## config.mk

```make
export PLATFORM = sky130hd
export DESIGN_NAME = ipx_check
export DESIGN_NICKNAME = d
export VERILOG_FILES = /design/src/rtl/ipx_pkg.sv /design/src/rtl/ipx_pos_track.sv /design/src/rtl/ipx_ones_add.sv /design/src/rtl/ipx_verdict.sv /design/src/rtl/ipx_check.sv
export SDC_FILE = /design/constraint.sdc
export NUM_CORES = 1
export LEC_CHECK = 0
export CORE_ASPECT_RATIO = 0.7
export CORE_MARGIN = 4
export CORE_UTILIZATION = 55
export CTS_BUF_LIST = sky130_fd_sc_hd__clkbuf_16
export DETAILED_ROUTE_END_ITERATION = 10
export MAX_ROUTING_LAYER = met4
export PLACE_DENSITY = 0.72
export SKIP_LAST_GASP = 1
export SLEW_MARGIN = 20
export SYNTH_ARGS = -nofsm -noshare
export SYNTH_HDL_FRONTEND = slang
export SYNTH_SLANG_ARGS = --single-unit
```

## constraint.sdc

```tcl
create_clock -name clk -period 7 [get_ports clk]
set_input_delay 0.7 -clock clk [delete_from_list [all_inputs] [get_ports clk]]
set_output_delay 0.7 -clock clk [all_outputs]
set_load 0.02 [all_outputs]
```

## src/rtl/ipx_pkg.sv

```systemverilog
package ipx_pkg;

    typedef enum logic [1:0] {
        K_NONE  = 2'd0,
        K_V4    = 2'd1,
        K_V6    = 2'd2,
        K_OTHER = 2'd3
    } ipx_kind_e;

    typedef enum logic [2:0] {
        EXC_NONE      = 3'd0,
        EXC_NOT_IP    = 3'd1,
        EXC_CSUM      = 3'd2,
        EXC_HDR_SHORT = 3'd3,
        EXC_PKT_SHORT = 3'd4,
        EXC_HOP_ZERO  = 3'd5,
        EXC_OPTS      = 3'd6
    } ipx_exc_e;

    localparam int V6_HDR_BYTES = 40;
    localparam int V4_MIN_IHL   = 5;

endpackage

```

## src/rtl/ipx_pos_track.sv

```systemverilog
module ipx_pos_track #(
    parameter int CNT_W = 17,
    parameter int OFF_W = 8
) (
    input  logic             in_sop,
    input  logic [OFF_W-1:0] l3_offset,
    input  logic [CNT_W-1:0] pos_q,
    input  logic [OFF_W-1:0] off_q,
    output logic [CNT_W-1:0] pos_nx,
    output logic [OFF_W-1:0] off_cur,
    output logic             in_l3,
    output logic [CNT_W-1:0] hidx
);
    logic [CNT_W-1:0] cur_pos;

    always_comb begin
        cur_pos = in_sop ? '0 : pos_q;
        off_cur = in_sop ? l3_offset : off_q;
        in_l3   = (cur_pos >= CNT_W'(off_cur));
        hidx    = cur_pos - CNT_W'(off_cur);
        // position saturates so very long packets cannot wrap back into the header
        pos_nx  = (cur_pos == '1) ? cur_pos : cur_pos + 1'b1;
    end
endmodule

```

## src/rtl/ipx_ones_add.sv

```systemverilog
module ipx_ones_add (
    input  logic [15:0] a,
    input  logic [15:0] b,
    output logic [15:0] y
);
    logic [16:0] raw;

    always_comb begin
        raw = {1'b0, a} + {1'b0, b};
        // end-around carry; raw tops out at 0x1FFFE so one fold is enough
        y   = raw[15:0] + {15'd0, raw[16]};
    end
endmodule

```

## src/rtl/ipx_verdict.sv

```systemverilog
module ipx_verdict #(
    parameter int CNT_W = 17
) (
    input  ipx_pkg::ipx_kind_e kind,
    input  logic [3:0]         ihl,
    input  logic [15:0]        len_field,
    input  logic [CNT_W-1:0]   l3_cnt,
    input  logic [15:0]        csum,
    input  logic               hop_zero,
    input  logic [7:0]         nh,
    output ipx_pkg::ipx_exc_e  code
);
    import ipx_pkg::*;

    localparam int CW = (CNT_W > 17) ? CNT_W : 17;

    logic [CW-1:0] cnt_w;
    logic [CW-1:0] hdr_need;
    logic [CW-1:0] pkt_need;
    logic          hdr_short;
    logic          pkt_short;
    logic          csum_bad;
    logic          opt_seen;

    always_comb begin
        cnt_w     = CW'(l3_cnt);
        hdr_need  = '0;
        pkt_need  = '0;
        hdr_short = 1'b0;
        csum_bad  = 1'b0;
        opt_seen  = 1'b0;
        case (kind)
            K_V4: begin
                hdr_need  = CW'({ihl, 2'b00});
                pkt_need  = CW'(len_field);
                hdr_short = (ihl < 4'(V4_MIN_IHL)) || (cnt_w < hdr_need);
                csum_bad  = !hdr_short && (csum != 16'hFFFF);
                opt_seen  = (ihl > 4'(V4_MIN_IHL));
            end
            K_V6: begin
                hdr_need  = CW'(V6_HDR_BYTES);
                pkt_need  = CW'(len_field) + CW'(V6_HDR_BYTES);
                hdr_short = (cnt_w < hdr_need);
                opt_seen  = (nh == 8'd0) || (nh == 8'd43) || (nh == 8'd44) || (nh == 8'd60);
            end
            default: ;
        endcase
        pkt_short = (cnt_w < pkt_need);

        if (kind == K_NONE)       code = EXC_HDR_SHORT;
        else if (kind == K_OTHER) code = EXC_NOT_IP;
        else if (csum_bad)        code = EXC_CSUM;
        else if (hdr_short)       code = EXC_HDR_SHORT;
        else if (pkt_short)       code = EXC_PKT_SHORT;
        else if (hop_zero)        code = EXC_HOP_ZERO;
        else if (opt_seen)        code = EXC_OPTS;
        else                      code = EXC_NONE;
    end
endmodule

```

## src/rtl/ipx_check.sv

```systemverilog
module ipx_check #(
    parameter int CNT_W = 17,
    parameter int OFF_W = 8
) (
    input  logic             clk,
    input  logic             rst_n,
    input  logic             in_valid,
    input  logic             in_sop,
    input  logic             in_eop,
    input  logic [7:0]       in_data,
    input  logic [OFF_W-1:0] l3_offset,
    output logic             exc_valid,
    output logic [2:0]       exc_code
);
    import ipx_pkg::*;

    typedef struct packed {
        logic [CNT_W-1:0] pos;
        logic [OFF_W-1:0] off;
        logic [CNT_W-1:0] l3_cnt;
        ipx_kind_e        kind;
        logic [3:0]       ihl;
        logic [15:0]      len_field;
        logic [7:0]       nh;
        logic             hop_zero;
        logic [7:0]       hi;
        logic [15:0]      csum;
    } fld_t;

    typedef struct packed {
        fld_t     fld;
        logic     out_valid;
        ipx_exc_e out_code;
    } st_t;

    st_t  st_q, st_d;
    fld_t fld_nx;

    logic [CNT_W-1:0] pos_nx;
    logic [OFF_W-1:0] off_cur;
    logic             in_l3;
    logic [CNT_W-1:0] hidx;
    logic [15:0]      csum_base;
    logic [15:0]      csum_sum;
    ipx_exc_e         code_nx;

    ipx_pos_track #(.CNT_W(CNT_W), .OFF_W(OFF_W)) trk_i (
        .in_sop   (in_sop),
        .l3_offset(l3_offset),
        .pos_q    (st_q.fld.pos),
        .off_q    (st_q.fld.off),
        .pos_nx   (pos_nx),
        .off_cur  (off_cur),
        .in_l3    (in_l3),
        .hidx     (hidx)
    );

    assign csum_base = in_sop ? 16'd0 : st_q.fld.csum;

    ipx_ones_add add_i (
        .a(csum_base),
        .b({st_q.fld.hi, in_data}),
        .y(csum_sum)
    );

    // next field state
    always_comb begin
        fld_nx = st_q.fld;
        if (in_valid) begin
            if (in_sop) begin
                fld_nx.l3_cnt    = '0;
                fld_nx.kind      = K_NONE;
                fld_nx.ihl       = '0;
                fld_nx.len_field = '0;
                fld_nx.nh        = '0;
                fld_nx.hop_zero  = 1'b0;
                fld_nx.hi        = '0;
                fld_nx.csum      = '0;
            end
            fld_nx.pos = pos_nx;
            fld_nx.off = off_cur;
            if (in_l3) begin
                fld_nx.l3_cnt = (hidx == '1) ? hidx : hidx + 1'b1;
                if (hidx == '0) begin
                    fld_nx.ihl = in_data[3:0];
                    case (in_data[7:4])
                        4'd4:    fld_nx.kind = K_V4;
                        4'd6:    fld_nx.kind = K_V6;
                        default: fld_nx.kind = K_OTHER;
                    endcase
                end else if (fld_nx.kind == K_V4) begin
                    if (hidx == CNT_W'(2)) fld_nx.len_field[15:8] = in_data;
                    if (hidx == CNT_W'(3)) fld_nx.len_field[7:0]  = in_data;
                    if (hidx == CNT_W'(8)) fld_nx.hop_zero        = (in_data == 8'd0);
                end else if (fld_nx.kind == K_V6) begin
                    if (hidx == CNT_W'(4)) fld_nx.len_field[15:8] = in_data;
                    if (hidx == CNT_W'(5)) fld_nx.len_field[7:0]  = in_data;
                    if (hidx == CNT_W'(6)) fld_nx.nh              = in_data;
                    if (hidx == CNT_W'(7)) fld_nx.hop_zero        = (in_data == 8'd0);
                end
                // even header bytes are word high halves; odd bytes close a word
                if (!hidx[0]) begin
                    fld_nx.hi = in_data;
                end else if (fld_nx.kind == K_V4 && hidx < CNT_W'({fld_nx.ihl, 2'b00})) begin
                    fld_nx.csum = csum_sum;
                end
            end
        end
    end

    ipx_verdict #(.CNT_W(CNT_W)) vrd_i (
        .kind     (fld_nx.kind),
        .ihl      (fld_nx.ihl),
        .len_field(fld_nx.len_field),
        .l3_cnt   (fld_nx.l3_cnt),
        .csum     (fld_nx.csum),
        .hop_zero (fld_nx.hop_zero),
        .nh       (fld_nx.nh),
        .code     (code_nx)
    );

    // next output state
    always_comb begin
        st_d.fld       = fld_nx;
        st_d.out_valid = in_valid && in_eop;
        st_d.out_code  = (in_valid && in_eop) ? code_nx : st_q.out_code;
    end

    always_ff @(posedge clk or negedge rst_n) begin
        if (!rst_n) begin
            st_q <= '0;
        end else begin
            st_q <= st_d;
        end
    end

    assign exc_valid = st_q.out_valid;
    assign exc_code  = st_q.out_code;

    // strobe only follows an accepted end-of-packet byte
    p_strobe_after_eop_r10: assert property (@(posedge clk) disable iff (!rst_n)
        exc_valid |-> $past(in_valid && in_eop));

    p_code_range_r10: assert property (@(posedge clk) disable iff (!rst_n)
        exc_valid |-> (exc_code <= 3'd6));

    // idle cycles leave all packet state untouched
    p_idle_hold_r9: assert property (@(posedge clk) disable iff (!rst_n)
        !in_valid |=> $stable(st_q.fld));

    // layer-3 byte count never shrinks inside a packet
    p_cnt_mono_r5: assert property (@(posedge clk) disable iff (!rst_n)
        (in_valid && !in_sop) |=> (st_q.fld.l3_cnt >= $past(st_q.fld.l3_cnt)));

    // a packet already known to be non-IP ends with code 1
    p_not_ip_wins_r2: assert property (@(posedge clk) disable iff (!rst_n)
        (in_valid && in_eop && !in_sop && st_q.fld.kind == K_OTHER) |=> (exc_code == 3'd1));
endmodule

```

==> metrics.txt <==
total power=1.66 mW; height of the die=114 microns; ys async rst share=100%; library cells used by synthesis=99; share of cells above drive strength 1=23.2%; Root Driver=clkbuf_16; post-synthesis cell count=1036; Post-Synthesis Cell Area=8870 sq um; WHS=0.292 ns; cell repeated most along the worst path=buf_4; via count=9138; Die X=160 microns; Starting Density=56.7%; worst-skew pair later-pin latency=0.36 ns; # DRC=0; RD Place Congestion=0.985; Synth top area share=28.5%; Clock H-tree levels=3; fin util=70.6%; Yosys reg bits=101; count of pins over their slew limit=0; antenna-violating nets left=0; CP max stage cell=clkdlybuf4s50_1; Worst-Margin Slew=0.843 ns; family with the most delay on the worst path=simple AND/OR/NAND/NOR gates; final net count=1267; 1st-iter DRT viols=979; port buffer count=24; CP required=7.25 ns; I/O pins=25; vias in the first global route=8361; core area=15600 sq um; Worst Path Max Fanout=7; CTS tree=yes; GRT Total Usage=32.2%; Setup Viol. Count Final=0; reg-to-reg setup timing slack=0.48 ns; CP Launch Type=input pin; Synth Area per Inst=8.57 sq um; pin count of the biggest net entering global routing=65; largest cells by area after synthesis=dfrtp_1, ha_1, nand2_1; fmax=0.148 GHz; Seq/Total Area, Yosys=28.5%; sequential cell area=2530 sq um; Detail Placement HPWL=22400 microns; Max Clock Skew=0.0128 ns; arrival time at the worst endpoint=7.03 ns; clock-pin transition on the worst setup and hold timing paths=0.08 ns; Initial DRT Pass Iterations=7; area leader, netlist=dfrtp_1; fill cell count=1236; overall routed net length=28800 microns; hold crit path type=input pin to asynchronous set/reset pin; Tcrit/Tclk final=96.8%; slew margin rel.=43.8%; die area=18300 sq um; leakage power=4.96 nW; Max VDD drop=0.149 mV; Via-to-Cell Ratio=6.56; CTS buffer count=9; Layout area overhead=24.4%; pwr dens=150 nW/um^2; Crit. End Element=flip-flop; Post-synth top cells=nand2_1, dfrtp_1, ha_1; first-pass GRT wire length=45500 microns; syn nets=1116; count leader, synth=nand2_1; num rows=38; Post-synth EDFFs=0; Ys Warns=0; Final Hold Fails=0; Multi-input gate area=6340 sq um; minimum clock period=6.77 ns; Sink Count=101; max-cap check violation count=0; Max stage delay on crit path=0.47 ns; status=finished, final reports clean; Overflow after GRT=0; antenna violations before repair=0; ys flop type=dfrtp_1; critical path type=input pin to flip-flop; WP buf/inv=9; CTS Hold Bufs=0; maximum clock path buffer count=2; n_diodes=0; Routed WL per cell=20.7 microns
## placed cells by master (no fill, tap or decap), drive strengths merged, types with 23 or more instances in the layout
cell type  instances
buf              163
nand2            118
dfrtp            101
ha                57
o21ai             57
nor2              53
inv               43
xnor2             41
nor2b             40
nand3             39
a21oi             38
a22o              31
nor3              23
a22oi             23
## worst paths after layout
kind / depth (start not counted) / endpoint / startpoint
setup / recovery: 32 / exc_code[2] / l3_offset[7]
hold / removal: 1 / st_q[71] / rst_n
setup reg to reg: 30 / exc_code[2] / st_q[89]
hold reg to reg: 2 / st_q[35] / st_q[35]
max in group asynchronous: 2 / st_q[54] / rst_n
min in group clk: 2 / st_q[35] / st_q[35]
## report_power, final
part	total (mW)	internal (mW)	leakage (nW)	switching (mW)
Sequential	0.615	0.601	1.38	0.0144
Combinational	0.513	0.218	3.43	0.295
Clock	0.532	0.283	0.154	0.249
Total	1.66	1.10	4.96	0.558
## flip-flops by register name (all words and copies together) (netlist names)
signal and count:
exc_code 3, exc_valid 1, st_q 97
## through the flow
step / instance area, sq um / TNS (ns) / instances / setup WS (ns)
after floorplan: 9010 / -0.619 / 1036 / -0.338
after global placement: 10300 / -0.304 / 1362 / -0.200
after detailed placement: 10300 / -0.679 / 1362 / -0.351
after CTS: 10600 / 0 / 1378 / 0.0265
after global routing: 11000 / -0.0197 / 1392 / -0.0197
final: 11000 / 0 / 1392 / 0.227
## layer usage
metal / share of wire, % / vias to the layer above / GRT usage (%)
met5: 0 / - / -
met4: 1.1 / 0 / 6.13
met3: 10 / 36 / 7.20
met2: 41 / 476 / 45.1
met1: 48 / 4382 / 47.9
li1: - / 4244 / -
## logic make-up after synthesis
| logic type | after synthesis | share of synthesized area (%) |
|---|---|---|
| AO/OA/AOI/OAI | 314 | 26.5 |
| XOR/XNOR | 57 | 5.71 |
| adder cells (fa/ha/maj) | 60 | 8.61 |
| buffers and inverters | 84 | 4.07 |
| flip-flops | 101 | 28.5 |
| multiplexers | 19 | 2.30 |
| AND/OR/NAND/NOR | 401 | 24.3 |
## repair_timing
item / in CTS / in global routing
gates resized for setup: 0 / 61
setup endpoints to repair: 0 / 3
setup buffers: 0 / 14
## area by class of cell
type / count / area share [%]
clock buffers: 9 / 2.04
clock inverters: 7 / 0.748
inverters: 39 / 1.33
multi-input cells: 851 / 57.4
flip-flops and latches: 101 / 22.9
well taps: 200 / 2.27
repair buffers: 185 / 13.3
(Power assumes the default switching activity.)
